[src/rtl/wlf_pkg.sv]
package wlf_pkg;
  // width of the software-visible registers
  localparam int unsigned REG_W     = 8;
  // position of the flush command in the level register
  localparam int unsigned FLUSH_BIT = REG_W - 1;

  // per-cycle acceptance of each request
  typedef struct packed {
    logic host_push;
    logic eng_push;
    logic host_pop;
    logic eng_pop;
  } wlf_acc_t;
endpackage

[src/rtl/wlf_store.sv]
module wlf_store #(
  parameter int unsigned DEPTH = 64,
  parameter int unsigned DW    = 8,
  localparam int unsigned AW   = $clog2(DEPTH)
) (
  input  logic          clk,
  input  logic          we_a,
  input  logic [AW-1:0] wa_a,
  input  logic [DW-1:0] wd_a,
  input  logic          we_b,
  input  logic [AW-1:0] wa_b,
  input  logic [DW-1:0] wd_b,
  input  logic [AW-1:0] ra_a,
  input  logic [AW-1:0] ra_b,
  output logic [DW-1:0] rd_a,
  output logic [DW-1:0] rd_b
);
  logic [DW-1:0] mem [DEPTH];

  // storage carries no reset; both write ports never target one slot
  always_ff @(posedge clk) begin
    for (int i = 0; i < DEPTH; i++) begin
      if (we_a && (wa_a == AW'(i))) begin
        mem[i] <= wd_a;
      end else if (we_b && (wa_b == AW'(i))) begin
        mem[i] <= wd_b;
      end
    end
  end

  assign rd_a = mem[ra_a];
  assign rd_b = mem[ra_b];
endmodule

[src/rtl/wlf_ctrl.sv]
module wlf_ctrl
  import wlf_pkg::*;
#(
  parameter int unsigned DEPTH = 64,
  localparam int unsigned AW   = $clog2(DEPTH),
  localparam int unsigned LW   = AW + 1
) (
  input  logic          clk,
  input  logic          rst_n,
  input  logic          host_push_req,
  input  logic          eng_push_req,
  input  logic          host_pop_req,
  input  logic          eng_pop_req,
  input  logic          flush,
  output wlf_acc_t      acc,
  output logic [AW-1:0] wr_ptr,
  output logic [AW-1:0] rd_ptr,
  output logic [LW-1:0] level,
  output logic          ovfl
);
  localparam logic [LW:0] DEPTH_X = (LW+1)'(DEPTH);

  logic [AW-1:0] wr_ptr_nx, rd_ptr_nx;
  logic [LW-1:0] level_nx;
  logic          ovfl_nx;
  logic          reject;
  logic [1:0]    push_n, pop_n;
  logic          upd_en;

  // acceptance, judged against the contents at the start of the cycle
  always_comb begin
    acc.host_push = !flush && host_push_req && ({1'b0, level} < DEPTH_X);
    acc.eng_push  = !flush && eng_push_req &&
                    (({1'b0, level} + (LW+1)'(acc.host_push)) < DEPTH_X);
    acc.host_pop  = !flush && host_pop_req && (level != '0);
    acc.eng_pop   = !flush && eng_pop_req && (level > LW'(acc.host_pop));
    reject        = !flush && ((host_push_req && !acc.host_push) ||
                               (eng_push_req && !acc.eng_push));
    push_n        = {1'b0, acc.host_push} + {1'b0, acc.eng_push};
    pop_n         = {1'b0, acc.host_pop} + {1'b0, acc.eng_pop};
  end

  // next state
  always_comb begin
    if (flush) begin
      wr_ptr_nx = '0;
      rd_ptr_nx = '0;
      level_nx  = '0;
      ovfl_nx   = 1'b0;
    end else begin
      wr_ptr_nx = wr_ptr + AW'(push_n);
      rd_ptr_nx = rd_ptr + AW'(pop_n);
      level_nx  = level + LW'(push_n) - LW'(pop_n);
      ovfl_nx   = ovfl | reject;
    end
    upd_en = flush | reject | (push_n != 2'd0) | (pop_n != 2'd0);
  end

  // state registers
  always_ff @(posedge clk or negedge rst_n) begin
    if (!rst_n) begin
      wr_ptr <= '0;
      rd_ptr <= '0;
      level  <= '0;
      ovfl   <= 1'b0;
    end else if (upd_en) begin
      wr_ptr <= wr_ptr_nx;
      rd_ptr <= rd_ptr_nx;
      level  <= level_nx;
      ovfl   <= ovfl_nx;
    end
  end

  AST_PTR_DISTANCE: assert property (@(posedge clk) disable iff (!rst_n)
    (wr_ptr - rd_ptr) == level[AW-1:0]);
  AST_LEVEL_BOUND: assert property (@(posedge clk) disable iff (!rst_n)
    {1'b0, level} <= DEPTH_X);
  AST_OVFL_STICKY: assert property (@(posedge clk) disable iff (!rst_n)
    (ovfl && !flush) |=> ovfl);
  AST_FLUSH_EMPTIES: assert property (@(posedge clk) disable iff (!rst_n)
    flush |=> (level == '0) && !ovfl);
endmodule

[src/rtl/wlf_alerts.sv]
module wlf_alerts #(
  parameter int unsigned DEPTH    = 64,
  parameter int unsigned WLW      = 6,
  parameter int unsigned WL_RESET = 8,
  localparam int unsigned LW      = $clog2(DEPTH) + 1
) (
  input  logic           clk,
  input  logic           rst_n,
  input  logic           wl_we,
  input  logic [WLW-1:0] wl_wd,
  input  logic [LW-1:0]  level,
  output logic [WLW-1:0] wl,
  output logic           hi,
  output logic           lo
);
  logic [WLW-1:0] wl_nx;
  logic [LW-1:0]  free_cnt;

  always_comb begin
    wl_nx = wl_we ? wl_wd : wl;
  end

  always_ff @(posedge clk or negedge rst_n) begin
    if (!rst_n) begin
      wl <= WLW'(WL_RESET);
    end else if (wl_we) begin
      wl <= wl_nx;
    end
  end

  always_comb begin
    free_cnt = LW'(DEPTH) - level;
    hi       = ({1'b0, free_cnt} <= (LW+1)'(wl));
    lo       = ({1'b0, level} <= (LW+1)'(wl));
  end

  AST_WL_HOLDS: assert property (@(posedge clk) disable iff (!rst_n)
    !wl_we |=> $stable(wl));
endmodule

[src/rtl/wl_byte_fifo.sv]
module wl_byte_fifo
  import wlf_pkg::*;
#(
  parameter int unsigned DEPTH    = 64,
  parameter int unsigned DW       = 8,
  parameter int unsigned WLW      = 6,
  parameter int unsigned WL_RESET = 8
) (
  input  logic             clk,
  input  logic             rst_n,
  input  logic             host_push,
  input  logic [DW-1:0]    host_wdata,
  input  logic             host_pop,
  output logic [DW-1:0]    host_rdata,
  input  logic             eng_push,
  input  logic [DW-1:0]    eng_wdata,
  input  logic             eng_pop,
  output logic [DW-1:0]    eng_rdata,
  input  logic             lvl_we,
  input  logic [REG_W-1:0] lvl_wdata,
  output logic [REG_W-1:0] lvl_rdata,
  input  logic             wl_we,
  input  logic [REG_W-1:0] wl_wdata,
  output logic [REG_W-1:0] wl_rdata,
  output logic             hi_alert,
  output logic             lo_alert,
  output logic             ovfl_err
);
  localparam int unsigned AW = $clog2(DEPTH);
  localparam int unsigned LW = AW + 1;

  wlf_acc_t       acc;
  logic [AW-1:0]  wr_ptr, rd_ptr;
  logic [LW-1:0]  level;
  logic [WLW-1:0] wl;
  logic [DW-1:0]  rd_a, rd_b;
  logic           flush;
  logic           unused_bits;

  assign flush       = lvl_we & lvl_wdata[FLUSH_BIT];
  assign unused_bits = ^{lvl_wdata[FLUSH_BIT-1:0], wl_wdata[REG_W-1:WLW]};

  wlf_ctrl #(.DEPTH(DEPTH)) u_ctrl (
    .clk           (clk),
    .rst_n         (rst_n),
    .host_push_req (host_push),
    .eng_push_req  (eng_push),
    .host_pop_req  (host_pop),
    .eng_pop_req   (eng_pop),
    .flush         (flush),
    .acc           (acc),
    .wr_ptr        (wr_ptr),
    .rd_ptr        (rd_ptr),
    .level         (level),
    .ovfl          (ovfl_err)
  );

  wlf_store #(.DEPTH(DEPTH), .DW(DW)) u_store (
    .clk  (clk),
    .we_a (acc.host_push),
    .wa_a (wr_ptr),
    .wd_a (host_wdata),
    .we_b (acc.eng_push),
    .wa_b (wr_ptr + AW'(acc.host_push)),
    .wd_b (eng_wdata),
    .ra_a (rd_ptr),
    .ra_b (rd_ptr + AW'(acc.host_pop)),
    .rd_a (rd_a),
    .rd_b (rd_b)
  );

  wlf_alerts #(.DEPTH(DEPTH), .WLW(WLW), .WL_RESET(WL_RESET)) u_alerts (
    .clk   (clk),
    .rst_n (rst_n),
    .wl_we (wl_we),
    .wl_wd (wl_wdata[WLW-1:0]),
    .level (level),
    .wl    (wl),
    .hi    (hi_alert),
    .lo    (lo_alert)
  );

  // popped data: host takes the head, engine the next slot
  always_comb begin
    host_rdata = acc.host_pop ? rd_a : '0;
    eng_rdata  = acc.eng_pop  ? rd_b : '0;
    lvl_rdata  = REG_W'(level);
    wl_rdata   = REG_W'(wl);
  end

  AST_EMPTY_POP_ZERO: assert property (@(posedge clk) disable iff (!rst_n)
    (host_pop && level == '0) |-> host_rdata == '0);
  AST_FULL_PUSH_FLAGS: assert property (@(posedge clk) disable iff (!rst_n)
    (host_push && !flush && {1'b0, level} == (LW+1)'(DEPTH)) |=> ovfl_err);
  AST_EMPTY_LO: assert property (@(posedge clk) disable iff (!rst_n)
    (level == '0) |-> (lo_alert && !(eng_pop && eng_rdata != '0)));
endmodule

[config.mk]
export PLATFORM = sky130hd
export DESIGN_NAME = wl_byte_fifo
export DESIGN_NICKNAME = d
export VERILOG_FILES = /design/src/rtl/wlf_pkg.sv /design/src/rtl/wlf_store.sv /design/src/rtl/wlf_ctrl.sv /design/src/rtl/wlf_alerts.sv /design/src/rtl/wl_byte_fifo.sv
export SDC_FILE = /design/constraint.sdc
export NUM_CORES = 1
export LEC_CHECK = 0
export BUFFER_PORTS_ARGS = -buffer_cell sky130_fd_sc_hd__buf_2
export CORE_MARGIN = 1
export CORE_UTILIZATION = 35
export CTS_BUF_LIST = sky130_fd_sc_hd__clkbuf_2 sky130_fd_sc_hd__clkbuf_4 sky130_fd_sc_hd__clkbuf_8
export CTS_CLUSTER_SIZE = 20
export DETAILED_ROUTE_END_ITERATION = 7
export PLACE_DENSITY = 0.59
export SYNTH_ARGS = -nofsm -noshare
export SYNTH_HDL_FRONTEND = slang
export SYNTH_SLANG_ARGS = --single-unit
[constraint.sdc]
create_clock -name clk -period 10.6 [get_ports clk]
set_clock_uncertainty 0.1 [all_clocks]
set_input_delay 0.53 -clock clk [delete_from_list [all_inputs] [get_ports clk]]
set_output_delay 0.53 -clock clk [all_outputs]
set_load 0.01 [all_outputs]
== After elaboration in Yosys (flattened, before gate mapping) ==
Memories as Yosys holds them, arrays and structs flattened.
Cells that the tools add are included.

* Bitwise logic cells: 69
* Mux-type cells: 576
* Reductions and logical operators: 210
* $lt $le $gt $ge: 5
* Equal/unequal tests: 126
* Add/sub/neg operators: 10

{| class="wikitable"
|+ Operators by type and width
! operator !! number
|-
| two-way mux 8 bit || 128
|-
| OR reduction 8 bit || 62
|-
| == test 6 bit, second input constant || 64
|-
| two-way mux 6 bit || 64
|-
| two-way mux 1 bit || 383
|-
| == test 6 x 5 -> 1 bit, second input constant || 32
|-
| logical AND 1 bit || 139
|-
| == test 6 x 4 -> 1 bit, second input constant || 16
|-
| OR 1 bit || 68
|-
| == test 6 x 3 -> 1 bit, second input constant || 8
|-
| == test 6 x 2 -> 1 bit, second input constant || 4
|-
| <= comparator 7 x 6 -> 1 bit || 2
|-
| adder 6 x 1 -> 6 bit || 2
|-
| adder 6 x 2 -> 6 bit || 2
|-
| == test 6 x 1 -> 1 bit, second input constant || 2
|-
| logical NOT 6 bit || 2
|-
| adder 7 x 1 -> 8 bit || 1
|-
| < comparator 8 x 7 -> 1 bit, second input constant || 1
|-
| adder 7 x 2 -> 7 bit || 1
|-
| > comparator 7 x 1 -> 1 bit || 1
|-
| < comparator 7 bit, second input constant || 1
|-
| two-way mux 7 bit || 1
|-
| nonzero test 7 bit || 1
|-
| subtractor 7 x 2 -> 7 bit || 1
|-
| other kinds (6) || 10
|}

* Register bits after elaboration: 26
* RAM bits: 512
* Output and inout port bits: 35
* Memories: 1

{| class="wikitable"
|+ Memory list
! memory !! words !! width !! read ports !! clocked after Yosys merged registers in !! wr ports !! RTL line !! RTL
|-
| u_store.mem || 64 || 8 || 2 || 0 || 2 || wlf_store.sv:18 || <nowiki>logic [DW-1:0] mem [DEPTH];</nowiki>
|}

== Longest topological paths before layout ==
Gate-level depths: netlist (run 1).

* Word-level depth: 44
* Gate-level depth with buffers: 22
* Gate-level depth less buffers: 21

== Cells and area by module ==
From an unflattened synthesis (run 1), not the netlist that was laid out.

* Cells, all modules: 2354
* Area total of the unflattened synthesis: 33809.9 sq um

{| class="wikitable"
|+ By module, submodules not included
! module !! area each (sq um) !! times used !! cells each
|-
| wlf_store || 31203.7 || 1 || 2063
|-
| wlf_ctrl || 1729.2 || 1 || 184
|-
| wlf_alerts || 576.8 || 1 || 67
|-
| wl_byte_fifo || 300.3 || 1 || 40
|}

== Least setup slack after synthesis (run 1) ==
No wires, ideal clock.

* Path type: flip-flop to flip-flop
* Start point: register u_ctrl.level[2]
* End point: register u_ctrl.level[6]
* Period minus slack after synthesis: 4.310 ns
* Cell stages (with the launch flop): 23
* Arrival time: 4.075 ns
* Slack: 6.290 ns
* Library setup time: 0.135 ns
* Required time: 10.365 ns
* Cell sequence: dfrtp_1 -> buf_2 -> inv_1 -> ha_1 -> nand3_1 -> o211a_1 -> ha_1 -> nand4_1 -> o211ai_1 -> a21oi_1 -> inv_1 -> ha_1 -> ha_1 -> inv_1 -> ha_1 -> inv_1 -> fa_1 -> nand2b_1 -> a21oi_1 -> o21ai_0 -> a21oi_1 -> or3_1 -> a31oi_1

* Longest elaborated chain between the ends: 12
* Elaborated cells between the ends (all ways): 25
* Those cells by class: add/sub: 5; order compare: 3; mux: 1; bitwise: 3; reduce/logical: 13

{| class="wikitable"
|+ RTL lines
! what !! RTL line !! RTL
|-
| start, declared || wlf_ctrl.sv:18 || <nowiki>output logic [LW-1:0] level,</nowiki>
|-
| start signal, assigned || wlf_ctrl.sv:69 || <nowiki>level <= level_nx;</nowiki>
|-
| branches (longest 12 deep; another with adder 7 x 1 -> 8 bit) || n/a ||
|}

Several ways; the timed one is not identified.
A chain may end at the register's enable or synchronous reset.

== Worst setup path in the final report (run 1) ==
* Start point: register u_ctrl.level[2]
* End point: output port eng_rdata[0]

* Longest elaborated chain between the ends: 5
* Elaborated cells between the ends (all ways): 7
* Those cells by class: add/sub: 1; order compare: 1; mux: 1; reduce/logical: 3; memory: 1

{| class="wikitable"
|+ RTL lines
! what !! RTL line !! RTL
|-
| nonzero test 7 bit || wlf_ctrl.sv:35 || <nowiki>acc.host_pop = !flush && host_pop_req && (level != '0);</nowiki>
|-
| logical AND 1 bit || wlf_ctrl.sv:35 ||
|-
| adder 6 x 1 -> 6 bit / > comparator 7 x 1 -> 1 bit (equally long branches) || wl_byte_fifo.sv:67, wlf_ctrl.sv:36 ||
|-
| memory read (64 x 8 bit) / logical AND 1 bit (equally long branches) || n/a ||
|-
| two-way mux 8 bit (*) || wl_byte_fifo.sv:86 || <nowiki>eng_rdata = acc.eng_pop ? rd_b : '0;</nowiki>
|-
| end, declared || wl_byte_fifo.sv:18 || <nowiki>output logic [DW-1:0] eng_rdata,</nowiki>
|}

Mark *: on every way between the ends. The rest lies on a longest branch, timed or not.

==> results summary, run 1 <==
A synthesized cell averages 14.53 sq um. The clock tree from TritonCTS is built. The die extent in y came out at 317.7 microns. The count of input and output buffers came out at 62. The path with the worst hold slack has its endpoint at u_ctrl.ovfl$_DFFE_PN0P_.

The layout filler cell count came out at 9129. The layout-stage area growth over the synthesis result came out at 9.590%. The routed length on met3 came out at 9837 microns. The final setup TNS is 0 ns.

Wires add up to 117800 microns. The die boundary width came out at approximately 320 microns. The instance count along the most critical hold path is 3. The clock insertion delay at the later pin of the skew report is 0.70 ns. Setup repair after global routing left no endpoint under its margin. The worst vdd rail ir drop is 169.7 uV.

The initial antenna violation count came out at 2. The setup check on the worst reg-to-reg path leaves a slack of approximately 4.8 ns. The total non-filler cell area in the finished layout came out at between 30000 and 40000 sq um. The number of cells in the design after placement came out at 3559. After detailed routing, the met2 layer carries 57070 microns of wire.

The standard cell area after detailed placement came out at between 30000 and 40000 sq um. For this run, the detailed router's first-pass iteration total came to 7. Overall power consumption after layout is estimated at just over 8 mW. The register clock-pin slew on the reported worst setup and hold paths is approximately 0.060 ns. For this block, wires on met1 add up to 46180 microns. The total of endpoints with negative setup slack in the final report is 0. Across the run, the number of max-cap violations was 0. At the pin with the least slew margin, the transition time is 1.396 ns. The path type of the worst min-delay path is in -> reg. The worst max-slew margin expressed relative to the limit is 0.06927. Of all flip-flops after synthesis, the portion carrying an async set or reset was 0.04833. The final max-slew violation count is 0.

The post-synthesis instance area is 34870 sq um. The post-detailed-route count of antenna-violating nets came out at 0. The effective utilization at floorplan came out at 0.3538. The via density per instance is 6.179. The tree is rooted in a sky130_fd_sc_hd__clkbuf_8. STA classifies the critical path endpoint as a primary output. The cell type with the highest aggregate area in the netlist is sky130_fd_sc_hd__edfxtp_1.

The reg-to-reg startpoint is u_ctrl.level[2]$_DFFE_PN0P_. The overall global routing resource usage came out at 0.2294. The synthesized netlist contains 78 unique library cells. The layout cell share with drive strength beyond 1 came out at 0.4691. After synthesis, the cell types taking the most area are sky130_fd_sc_hd__edfxtp_1 (44%), sky130_fd_sc_hd__mux4_2 (17%), sky130_fd_sc_hd__mux2_2 (15%). The buffer levels on the longest clock path is 3. The sequential fraction of the synthesis area is 0.4595. The clock sink total came out at about 540. The achievable frequency came out at roughly 150 MHz. The depth of the CTS H-tree came out at 3. The register bit total from synthesis came out at 538. The pin count of the biggest net entering global routing is 80.

The number of nets at the end of the flow came out at 2466. The data arrival at the endpoint of the critical path came out at 6.23 ns. The dominant synthesized flop cell is sky130_fd_sc_hd__edfxtp_1. In this run the critical register-to-register path is captured at u_store.mem[32][0]$_DFFE_PP_. The critical path required time is 9.97 ns. The time the worst path needs with I/O delays and setup is 6.859 ns. Detailed routing inserted a total of ~23000 vias. For this block, the initial DRC count from the detailed router was 2699.

The startpoint of the lowest-slack hold path is host_push. The startpoint type of the worst setup path is a flip-flop. At the end of routability-driven placement, the weighted congestion stood at 0.9710. The number of buffers added by the clock tree synthesis step came out at 97. The setup path with the least slack is of type reg -> out. The core footprint is roughly 99000 sq um. Dividing the detail-routed wire length by the instance count gives 31.45 microns.

For this run, the number of Yosys warnings is 0. The share of the cycle needed by the critical path after routing is 0.6470. The total count of hold-check failures in the final report came to 0.

The leakage dissipation is 12.02 nW. Measured in cells, the most critical reg-to-reg path has a length of 13. The floorplan has 115 rows. 75 I/O pins were placed. The run finished with clean final reports.

The share of the synthesized area in the top cell type is 0.4409. The sum of overflow across all layers after global routing is 0. The via count of the first global-routing pass is 23550. The count of unresolved DRC violations after routing came out at 0. The power per cell area came out at between 200 and 250 nW/um^2.

The die area is just over 100000 sq um. The first global-routing pass estimated 168100 microns of wire. After technology mapping, the gate count stands at 2400.

Counting flops with a built-in enable in the synthesized netlist gives 512. The count of non-filler cells in the finished layout is 3745. The highest metal layer carrying signal wires in the routed design is met5. The largest fanout on the critical path is 43.

Summed over all nets, the half-perimeter wirelength after detailed placement is 78800 microns.
## metrics by stage
stage | setup slack, ns | utilization | hold slack, ns
detailed placement | 4.517 | 0.3678 | 0.4491
global placement | 4.621 | 0.3678 | 0.4398
global route | 3.640 | 0.3877 | 0.05214
floorplan | 6.290 | - | 0.1344
finish | 3.741 | 0.3878 | 0.06176
CTS | 3.758 | 0.3877 | 0.008633
## sequential cells by signal (all words and copies together), names as in the netlist
signal         count
u_ctrl.wr_ptr      6
u_alerts.wl        6
u_store.mem      512
u_ctrl.ovfl        1
u_ctrl.rd_ptr      6
u_ctrl.level       7
## layer usage
metal / GRT usage / vias up
li1: - / 9535
met1: 0.2946 / 12210
met2: 0.3791 / 1174
met3: 0.04484 / 222
met4: 0.09461 / 2
met5: 0 / -
## cells in the final DEF (no fill, tap or decap), types with 27 or more instances in the layout
cell type | netlist | final
sky130_fd_sc_hd__o22ai_1 | 67 | 67
sky130_fd_sc_hd__mux2_4 | 34 | 34
sky130_fd_sc_hd__buf_4 | 9 | 58
sky130_fd_sc_hd__nor2_1 | 52 | 52
sky130_fd_sc_hd__clkbuf_8 | 0 | 99
sky130_fd_sc_hd__a211oi_4 | 27 | 27
sky130_fd_sc_hd__mux2_2 | 475 | 475
sky130_fd_sc_hd__o21ai_0 | 46 | 44
sky130_fd_sc_hd__inv_1 | 29 | 29
sky130_fd_sc_hd__edfxtp_1 | 512 | 512
sky130_fd_sc_hd__buf_2 | 34 | 62
sky130_fd_sc_hd__nand2_1 | 183 | 182
sky130_fd_sc_hd__ha_1 | 43 | 41
sky130_fd_sc_hd__mux4_2 | 269 | 269
sky130_fd_sc_hd__clkbuf_4 | 0 | 33
sky130_fd_sc_hd__mux2i_1 | 31 | 30
sky130_fd_sc_hd__nand3_1 | 83 | 83
sky130_fd_sc_hd__a21oi_1 | 31 | 31
## synth_stat cells, types with 4 or more instances
| master | count |
|---|---|
| sky130_fd_sc_hd__a211oi_1 | 7 |
| sky130_fd_sc_hd__a211oi_4 | 27 |
| sky130_fd_sc_hd__a21o_1 | 5 |
| sky130_fd_sc_hd__a21oi_1 | 31 |
| sky130_fd_sc_hd__a22oi_1 | 19 |
| sky130_fd_sc_hd__and2_1 | 10 |
| sky130_fd_sc_hd__buf_1 | 42 |
| sky130_fd_sc_hd__buf_2 | 34 |
| sky130_fd_sc_hd__buf_4 | 9 |
| sky130_fd_sc_hd__buf_6 | 8 |
| sky130_fd_sc_hd__clkbuf_1 | 157 |
| sky130_fd_sc_hd__dfrtp_1 | 25 |
| sky130_fd_sc_hd__edfxtp_1 | 512 |
| sky130_fd_sc_hd__ha_1 | 43 |
| sky130_fd_sc_hd__inv_1 | 29 |
| sky130_fd_sc_hd__mux2_1 | 11 |
| sky130_fd_sc_hd__mux2_2 | 475 |
| sky130_fd_sc_hd__mux2_4 | 34 |
| sky130_fd_sc_hd__mux2i_1 | 31 |
| sky130_fd_sc_hd__mux4_2 | 269 |
| sky130_fd_sc_hd__nand2_1 | 183 |
| sky130_fd_sc_hd__nand2b_1 | 4 |
| sky130_fd_sc_hd__nand3_1 | 83 |
| sky130_fd_sc_hd__nand3_4 | 16 |
| sky130_fd_sc_hd__nand4_1 | 18 |
| sky130_fd_sc_hd__nor2_1 | 52 |
| sky130_fd_sc_hd__nor2_2 | 10 |
| sky130_fd_sc_hd__nor2b_1 | 8 |
| sky130_fd_sc_hd__nor3_1 | 9 |
| sky130_fd_sc_hd__nor3_4 | 13 |
| sky130_fd_sc_hd__o211ai_1 | 8 |
| sky130_fd_sc_hd__o21ai_0 | 46 |
| sky130_fd_sc_hd__o22ai_1 | 67 |
| sky130_fd_sc_hd__or2_2 | 4 |
| sky130_fd_sc_hd__or3_1 | 12 |
| sky130_fd_sc_hd__xnor2_1 | 20 |
| sky130_fd_sc_hd__xor2_1 | 6 |
## logic make-up (layout without fill, tap and decap cells)
logic type,after synthesis,after routing,synth area share
multiplexers,820,820,0.3542
flip-flops,538,538,0.4595
buffers and inverters,281,335,0.03462
other,1,5,0.0001075
AND/OR/NAND/NOR,443,443,0.07003
adder cells (fa/ha/maj),45,45,0.01658
AO/OA/AOI/OAI,246,246,0.05841
XOR/XNOR,26,26,0.006530
## worst max-delay path, stage by stage, from the launching register on
cell,delay [ns]
sky130_fd_sc_hd__dfrtp_1,0.56
sky130_fd_sc_hd__inv_1,0.19
sky130_fd_sc_hd__ha_1,0.22
sky130_fd_sc_hd__nand3_1,0.21
sky130_fd_sc_hd__o211a_1,0.27
sky130_fd_sc_hd__buf_4,0.18
sky130_fd_sc_hd__ha_4,0.20
sky130_fd_sc_hd__ha_4,0.77
sky130_fd_sc_hd__buf_4,0.51
sky130_fd_sc_hd__buf_4,0.58
sky130_fd_sc_hd__mux4_2,0.44
sky130_fd_sc_hd__mux4_2,0.59
sky130_fd_sc_hd__a211oi_1,0.31
sky130_fd_sc_hd__nor3_1,0.18
sky130_fd_sc_hd__buf_2,0.18
## final cells by class
| type | count | area (sq um) | share of cell area |
|---|---|---|---|
| clock inverter | 42 | 255.2 | 0.006678 |
| sequential | 538 | 16040 | 0.4196 |
| multi-input combinational | 1583 | 17720 | 0.4637 |
| antenna | 2 | 5.005 | 0.0001309 |
| clock buffer | 132 | 1610 | 0.04213 |
| inverter | 30 | 112.6 | 0.002946 |
| timing repair buffer | 131 | 865.8 | 0.02265 |
| tap | 1287 | 1610 | 0.04213 |
## power breakdown
group          internal, mW  total (mW)  leakage (nW)  switching (mW)
logic                  1.52        3.64          6.10            2.13
registers              2.41        2.53          4.93           0.125
clock network          1.03        1.95         0.989           0.920
## worst max-delay path by stage
stage / startpoint / to / slack, ns / cells after the start
detailed placement: u_ctrl.level[2]$_DFFE_PN0P_ / eng_rdata[0] / 4.52 / 14
floorplan: u_ctrl.level[2]$_DFFE_PN0P_ / u_ctrl.level[6]$_DFFE_PN0P_ / 6.29 / 22
CTS: u_ctrl.level[2]$_DFFE_PN0P_ / eng_rdata[0] / 3.76 / 14
finish: u_ctrl.level[2]$_DFFE_PN0P_ / eng_rdata[0] / 3.74 / 14
global placement: u_ctrl.level[2]$_DFFE_PN0P_ / eng_rdata[0] / 4.62 / 14
global route: u_ctrl.level[2]$_DFFE_PN0P_ / eng_rdata[0] / 3.64 / 14
## repair_timing
action | 4_1_cts | 5_1_grt
setup endpoints to repair | 0 | 0
setup buffers | 0 | 0
hold buffers | 10 | 0
endpoints found under the hold margin | 31 | 0
resized for setup | 0 | 0
(Power assumes the default switching activity.)
==> run 2, diff against run 1 <==
Settings changed: PLACE_DENSITY 0.59 to 0.6.
Clock period 10.6 ns to 5.9 ns, I/O delays scaled along.
==> run 2 against run 1 <==
  * Via count up 1.3%
  * Die area unchanged
  * Register-to-register slack lost 4.3 ns
==> results summary, run 2 (same netlist as run 1, synthesis figures left out) <==
The buffer levels on the longest clock path is 3. The via count of the first global-routing pass is between 20000 and 25000. VDD sags by at most 242.4 uV.

The worst hold path belongs to the class in -> reg. The largest fanout on the critical path is 38. The sequential share of power came out at 0.307. The post-CTS setup buffer count came out at 0. The count of buffers added on input and output ports is 62. The row count is 115. The reg-to-reg startpoint is u_ctrl.level[3]$_DFFE_PN0P_.

The congestion estimate from routability-driven global placement came to 0.9814. STA classifies the critical path endpoint as a primary output. The largest registers in the layout are u_store.mem (512), u_ctrl.level (7). The detailed router finished its first iteration with 2359 violations.

The switching portion of total power is 0.3893. Leaving out fill and tap cells, the most frequent cell in the layout is sky130_fd_sc_hd__edfxtp_1. The share of the cycle needed by the critical path after routing came out at 0.9560. Across the run, the number of max-cap violations was 0.

The via density per instance came out at 6.104. The flow ran to the end, and the final reports show no timing, DRC or antenna violations. The category of the critical setup timing path is reg -> out.

The number of nets at the end of the flow is roughly 2600. The layout-stage area growth over the synthesis result came out at 11.90%. The count of instances resized after the clock tree is built is 0. The startpoint identified for the worst hold timing path is host_wdata[3]. The clock tree from TritonCTS is built. The flip-flop count of the largest register after layout is between 500 and 600.

Summing over every cut layer, the via total after detailed routing is 23450. Counting flops per register, the top entry is u_store.mem. The critical path buffer and inverter count came out at 4. The share of total power dissipated in the clock network is 0.240.

The core footprint came out at between 90000 and 100000 sq um. Walking the worst path, the cells encountered are inv_1 -> ha_1 -> nand3_1 -> o211a_1 -> buf_4 -> ha_4 -> buf_12 -> mux4_2 -> nand2_1 -> nand3_1 -> nand4_1 -> o22ai_1 -> buf_2. Across every metal layer, demand over resource in global routing totals 0.2323. The total count of hold-check failures in the final report is 0.

The final setup TNS came out at 0 ns. The transition time at the pin with the least slew margin came out at about 1.2 ns. Once layout is complete, the utilization of the core stands at 0.3959. The leakage dissipation is 12.49 nW.

The final total power is 14.84 mW. Cell internal power was estimated by the tool at 9.066 mW. At the placement stage, the worst setup path has a slack of 0.5814 ns. The power per cell area came out at 380.4 nW/um^2. In this run the most used layer during global routing was met2.

CTS built an H-tree with a depth of 3. Timing would allow up to 177.3 MHz. Buffers inserted during clock tree synthesis total 97. The relative contribution of combinational cells to total power is 0.453. The number of detailed-route iterations in the first pass came out at 8. In this design, the critical path's most frequently occurring cell is sky130_fd_sc_hd__nand3_1.

The die area came out at 100900 sq um. The clock sink total came out at 538. Clock-pin slew was measured on the worst setup and hold paths at 0.06 ns. On the critical path, the stage with the largest delay is an instance of sky130_fd_sc_hd__ha_4. The sum of net half-perimeters after detailed placement came out at 81030 microns.

For the worst setup path, the data required time is 5.51 ns. The time the worst path needs with I/O delays and setup is roughly 5.6 ns. The per-cell routed wire length came out at 30.80 microns. The final critical-path setup slack is 0.2598 ns. For this configuration, the core starts out at a cell density of 0.3538. The worst slack on hold paths is 0.1968 ns. Setup violations remaining at the end of the flow were counted as 0. For this run the aggregate overflow at the end of global routing stands at 0. In this design, the largest share of critical-path delay is due to simple AND/OR/NAND/NOR gates. For this run, global-route usage on met2 was measured as 0.3837. For this design, the CTS-stage hold fixing added 25 buffers. At the later pin of the worst-skew pair, clock insertion delay measures about 0.73 ns. The die boundary width came out at roughly 320 microns.

For this block, the routed nets add up to between 100000 and 150000 microns of wire. The initial antenna violation count is 6. The data arrival at the endpoint of the critical path is 5.25 ns.

Summed over all nets, the switching power comes to 5.779 mW. The pin count of the biggest net entering global routing came out at 65. The longest individual stage delay on the worst path is between 0.6 and 0.7 ns. The number of I/O pins came out at 75. The post-detailed-route count of antenna-violating nets came out at 0. The count of unresolved DRC violations after routing is 0. The global-route wire length before repair came out at 170600 microns. The worst setup path is launched from a flip-flop. The met1 layer usage reported by global route is 0.2951. The top cell types in the final layout, fill and taps aside, are sky130_fd_sc_hd__edfxtp_1 (512), sky130_fd_sc_hd__mux2_2 (475), sky130_fd_sc_hd__mux4_2 (269). The final max-slew violation count was 0. The worst max-slew margin expressed relative to the limit came out at 0.1845. In the final layout, the share of cells above drive strength 1 is 0.4798. Setup repair after global routing left no endpoint under its margin. The met3 usage is 0.05292.

The floorplan step set the die height to approximately 320 microns. Tracing the worst setup path back leads to its startpoint at u_ctrl.level[3]$_DFFE_PN0P_. The cell at the root of the clock tree is sky130_fd_sc_hd__clkbuf_8.
-- run 2: routing by layer --
layer,share of wire,up-vias
li1,-,9739
met1,0.39,12370
met2,0.49,1105
met3,0.081,224
met4,0.039,8
met5,0.00035,-
-- run 2: stage by stage --
stage / instances / area [sq um]
final: 3842 / 39020
after global routing: 3840 / 39020
after CTS: 3838 / 39010
after detailed placement: 3633 / 36850
after global placement: 3633 / 36850
after floorplan: 2402 / 34880
-- run 2: path summary, 6_finish.rpt --
path / end / slack, ns / depth (start not counted)
min: u_store.mem[48][3]$_DFFE_PP_ / 0.20 / 2
max in group asynchronous: u_ctrl.ovfl$_DFFE_PN0P_ / 4.03 / 4
max reg2reg: u_store.mem[12][4]$_DFFE_PP_ / 0.51 / 14
max: eng_rdata[4] / 0.26 / 13
min reg2reg: u_ctrl.level[0]$_DFFE_PN0P_ / 0.62 / 3
min in group asynchronous: u_alerts.wl[4]$_DFFE_PN0P_ / 0.50 / 3
-- run 2: final cells by class --
type                       count  area [sq um]
fill                        9029         59540
sequential                   538         16040
clock inverter                50         315.3
clock buffer                 130          1595
tap                         1287          1610
timing repair buffer         220          1622
multi-input combinational   1583         17720
inverter                      30         112.6
antenna                        4         10.01
-- run 2: power by group through the flow --
stage	clock network (mW)	registers, mW	logic, mW
final	3.56	4.56	6.73
after CTS	3.60	4.56	6.67
after global routing	3.75	4.58	7.06
after global placement	0	4.63	6.59
after floorplan	0	4.49	4.54
after detailed placement	0	4.64	6.64
==> run 3, diff against run 2 <==
Settings changed: ABC_AREA set to 1, SYNTH_HIERARCHICAL set to 1.
==> run 3 against run 2 <==
  * Die area grew 1.9%
  * Sequential power decreased by 1%
  * Sequential share of layout area up 0.11 points
  * Final area is 0.28% lower
  * Highest routed layer unchanged
  * Combinational power up 37%
  * Global-route usage rose by 2.6 points
  * Cell count is 59% higher
  * Utilization is 0.79 points lower
  * Critical path depth rose by 9
  * Non-clock buffer count is 20 lower
  * Hold slack got worse by 0.15 ns
==> results summary, run 3 <==
The run finished with clean final reports. The time the worst path needs with I/O delays and setup is 5.500 ns. The detailed-route wire length is 134900 microns. The pin count of the biggest net entering global routing came out at 159. The standard cell with the maximum stage delay on the critical path is sky130_fd_sc_hd__buf_4. From bottom edge to top edge, the die measures 320.6 microns. In the synthesized netlist, the cells that appear most often are sky130_fd_sc_hd__nand2_1 (1989), sky130_fd_sc_hd__nand3_1 (889), sky130_fd_sc_hd__o21ai_0 (574), sky130_fd_sc_hd__edfxtp_1 (512), sky130_fd_sc_hd__clkbuf_1 (221). The violation count after the first detailed-routing iteration came out at 4341. Of all flip-flops after synthesis, the portion carrying an async set or reset was 0.04833. The cell type with the highest aggregate area in the netlist is sky130_fd_sc_hd__edfxtp_1. The final layout contains 4768 nets. The share of the cycle needed by the critical path after routing came out at 0.9322. The tool flagged a number of max-cap violations equal to 0.

The worst max-slew margin expressed relative to the limit came out at 0.1964. The sequential fraction of the synthesis area is 0.4510. The longest individual stage delay on the worst path came out at 0.62 ns. Summed over all cells, the static leakage comes to 16.16 nW. The per-cell routed wire length came out at between 20 and 25 microns. The layout-stage area growth over the synthesis result is 9.525%. For this run the aggregate overflow at the end of global routing stands at 0. The total area inside the core boundary comes to 100300 sq um. Walking the worst path, the cells encountered are inv_1 -> ha_1 -> nand2_1 -> nor3_1 -> nand2_1 -> nand3_1 -> inv_1 -> ha_4 -> inv_8 -> buf_4 -> buf_4 -> nand2_1 -> nand3_1 -> nand3_1 -> nand2_1 -> nand2_1 -> nand3_1 -> nand3_1 -> nand2_1 -> nand2_1 -> inv_1 -> buf_2. The cell at the root of the clock tree is sky130_fd_sc_hd__clkbuf_8.

The logic depth of the worst register-to-register path is 25. The via count of the first global-routing pass came out at 32330. The first detailed-routing pass took 6 iterations. The category of the critical setup timing path is reg -> out. In this run the core area contains between 100 and 150 standard-cell rows. The flip-flop count of the largest register after layout came out at between 500 and 600. Setup repair after global routing left no endpoint under its margin.

The count of instances resized after the clock tree is built is 0. Yosys attributes the largest share of cell area to sky130_fd_sc_hd__edfxtp_1 (43%), sky130_fd_sc_hd__nand2_1 (21%), sky130_fd_sc_hd__nand3_1 (13%). The number of different library cells in the post-synthesis netlist came out at 40. The total of endpoints with negative setup slack in the final report is 0. The number of buffers added by the clock tree synthesis step came out at 99. Final hold analysis gives a worst-case slack of between 0.04 and 0.05 ns. The number of cells in the design after placement came out at approximately 5900. Clock-pin slew was measured on the worst setup and hold paths at 0.07 ns. The critical path required time came out at 5.51 ns. The first global-routing pass estimated 201300 microns of wire.

Before CTS, the worst setup slack after placement is 1.151 ns. Using the TritonRoute via totals, the vias-per-cell ratio works out to 5.632. For this run, the total global-route usage over all layers was measured as 0.2580.

The clock sink total is 538. The die boundary width came out at about 320 microns. For this run, the number of Yosys warnings is 6. The count of vias placed by the detailed router came out at roughly 34000. The clock reaches the later pin of the worst-skew pair after 0.73 ns.

The average footprint of a synthesized cell came out at around 7.4 sq um. The transition time at the pin with the least slew margin came out at between 1 and 1.5 ns. The final setup TNS came out at 0 ns. The number of I/O pins is 75. The standard cell area after detailed placement is 36780 sq um. Yosys mapped a number of flops with a built-in enable equal to 512. The final max-slew violation count came out at 0. The worst setup path is captured at a primary output.

Based on the critical path, the design can be clocked at up to around 180 MHz. In the final layout, the share of cells above drive strength 1 is 0.09223. The total count of hold-check failures in the final report came out at 0. In this run the worst hold path is classified as in -> async. STA classifies the critical path startpoint as a flip-flop. The total non-filler cell area in the finished layout is 38920 sq um.

The layout filler cell count came out at slightly above 10000. The count of unresolved DRC violations after routing came out at 0. The sum of net half-perimeters after detailed placement is 78820 microns. The count of non-filler cells in the finished layout is ~6100. The largest fanout on the critical path is 68. The weighted congestion at the end of routability-driven global placement is 0.9557.

In the post-synthesis netlist, the cell with the most instances is sky130_fd_sc_hd__nand2_1. The clock tree from TritonCTS is built. The count of input and output buffers is 62. In the layout the commonest cells are sky130_fd_sc_hd__nand2_1 (1989), sky130_fd_sc_hd__nand3_1 (889), sky130_fd_sc_hd__o21ai_0 (574). In the final layout, the registers with the most flip-flops are u_store/mem (512), u_ctrl/level (7). Among the stages of the critical path, the cell type that occurs most often is sky130_fd_sc_hd__nand2_1.

The initial antenna violation count is 3. For the worst setup path, the data arrival time is around 5.1 ns. The power per cell area came out at 447.2 nW/um^2. The most common cell after layout, fill and taps aside is sky130_fd_sc_hd__nand2_1. For this configuration, the core starts out at a cell density of 0.3543. The depth of the CTS H-tree came out at 3.

In the synthesized netlist, the number of instances is 4798. The buffer levels on the longest clock path came out at 3. Counting flops per register, the top entry is u_store/mem.

The post-detailed-route count of antenna-violating nets is 0. The register bit total from synthesis came out at between 500 and 600. The cell area that synthesis handed to floorplanning was 35530 sq um. The dominant synthesized flop cell is sky130_fd_sc_hd__edfxtp_1.

The share of the synthesized area in the top cell type is 0.4327. The worst vdd rail ir drop came out at around 760 uV. The worst path meets setup with 0.4001 ns of slack.

The die area is 102800 sq um.
run 3: report_power, final:
group	internal (mW)	switching, mW
Clock	1.94	1.71
Combinational	2.54	6.70
Sequential	4.33	0.174
run 3: area by class of cell:
cell class	instances	area, sq um	share of cell area
multi-input cells	3722	17260	0.4434
flip-flops and latches	538	16040	0.4120
well taps	1357	1698	0.04363
clock buffers	141	1697	0.04360
repair buffers	200	1499	0.03852
inverters	122	480.5	0.01235
clock inverters	37	250.2	0.006430
diodes	1	2.502	0.00006430
run 3: final timing paths:
| check | from | slack [ns] | end |
|---|---|---|---|
| max | u_ctrl/level[3]$_DFFE_PN0P_ | 0.40 | eng_rdata[1] |
| max in group asynchronous | rst_n | 5.16 | u_ctrl/rd_ptr[0]$_DFFE_PN0P_ |
| min in group clk | eng_wdata[4] | 0.21 | u_store/mem[48][4]$_DFFE_PP_ |
| max reg2reg | u_ctrl/level[3]$_DFFE_PN0P_ | 1.25 | u_ctrl/level[3]$_DFFE_PN0P_ |
| min | rst_n | 0.05 | u_ctrl/rd_ptr[2]$_DFFE_PN0P_ |
| min reg2reg | u_ctrl/ovfl$_DFFE_PN0P_ | 0.39 | u_ctrl/ovfl$_DFFE_PN0P_ |
run 3: cell families (layout without fill, tap and decap cells):
family	Yosys count	after routing	synth area share
compound gates	597	597	0.08423
flops	538	538	0.4510
simple gates	3059	3059	0.3783
other cells	1	4	0.0001055
mux	1	1	0.0003169
xor+xnor	17	17	0.004190
buf+inv	540	500	0.06518
fa+ha+maj	45	45	0.01669
run 3: critical path, delay by kind of cell, from the launching register on:
kind,cells,cell delay [ns]
flip-flops,1,0.55
buffers and inverters,7,1.77
AND/OR/NAND/NOR,13,1.37
adder cells (fa/ha/maj),2,0.54
run 3: repair_timing:
action,CTS,global route
hold buffers,19,0
setup buffers,0,0
hold endpoints to repair,52,0
run 3: through the flow:
step | power (mW) | utilization
6_report | 17.41 | 0.3880
5_1_grt | 18.37 | 0.3880
4_1_cts | 17.17 | 0.3880
3_5_place_dp | 13.52 | 0.3667
3_3_place_gp | 13.45 | 0.3667
2_1_floorplan | 10.53 | -
run 3: layer usage:
layer  vias up  wire (microns)  GRT usage
li1      15930               -          -
met1     16110           53720     0.3448
met2      2073           61100     0.4071
met3       341           14930    0.05140
met4         2            5094     0.1048
met5         -              13          0
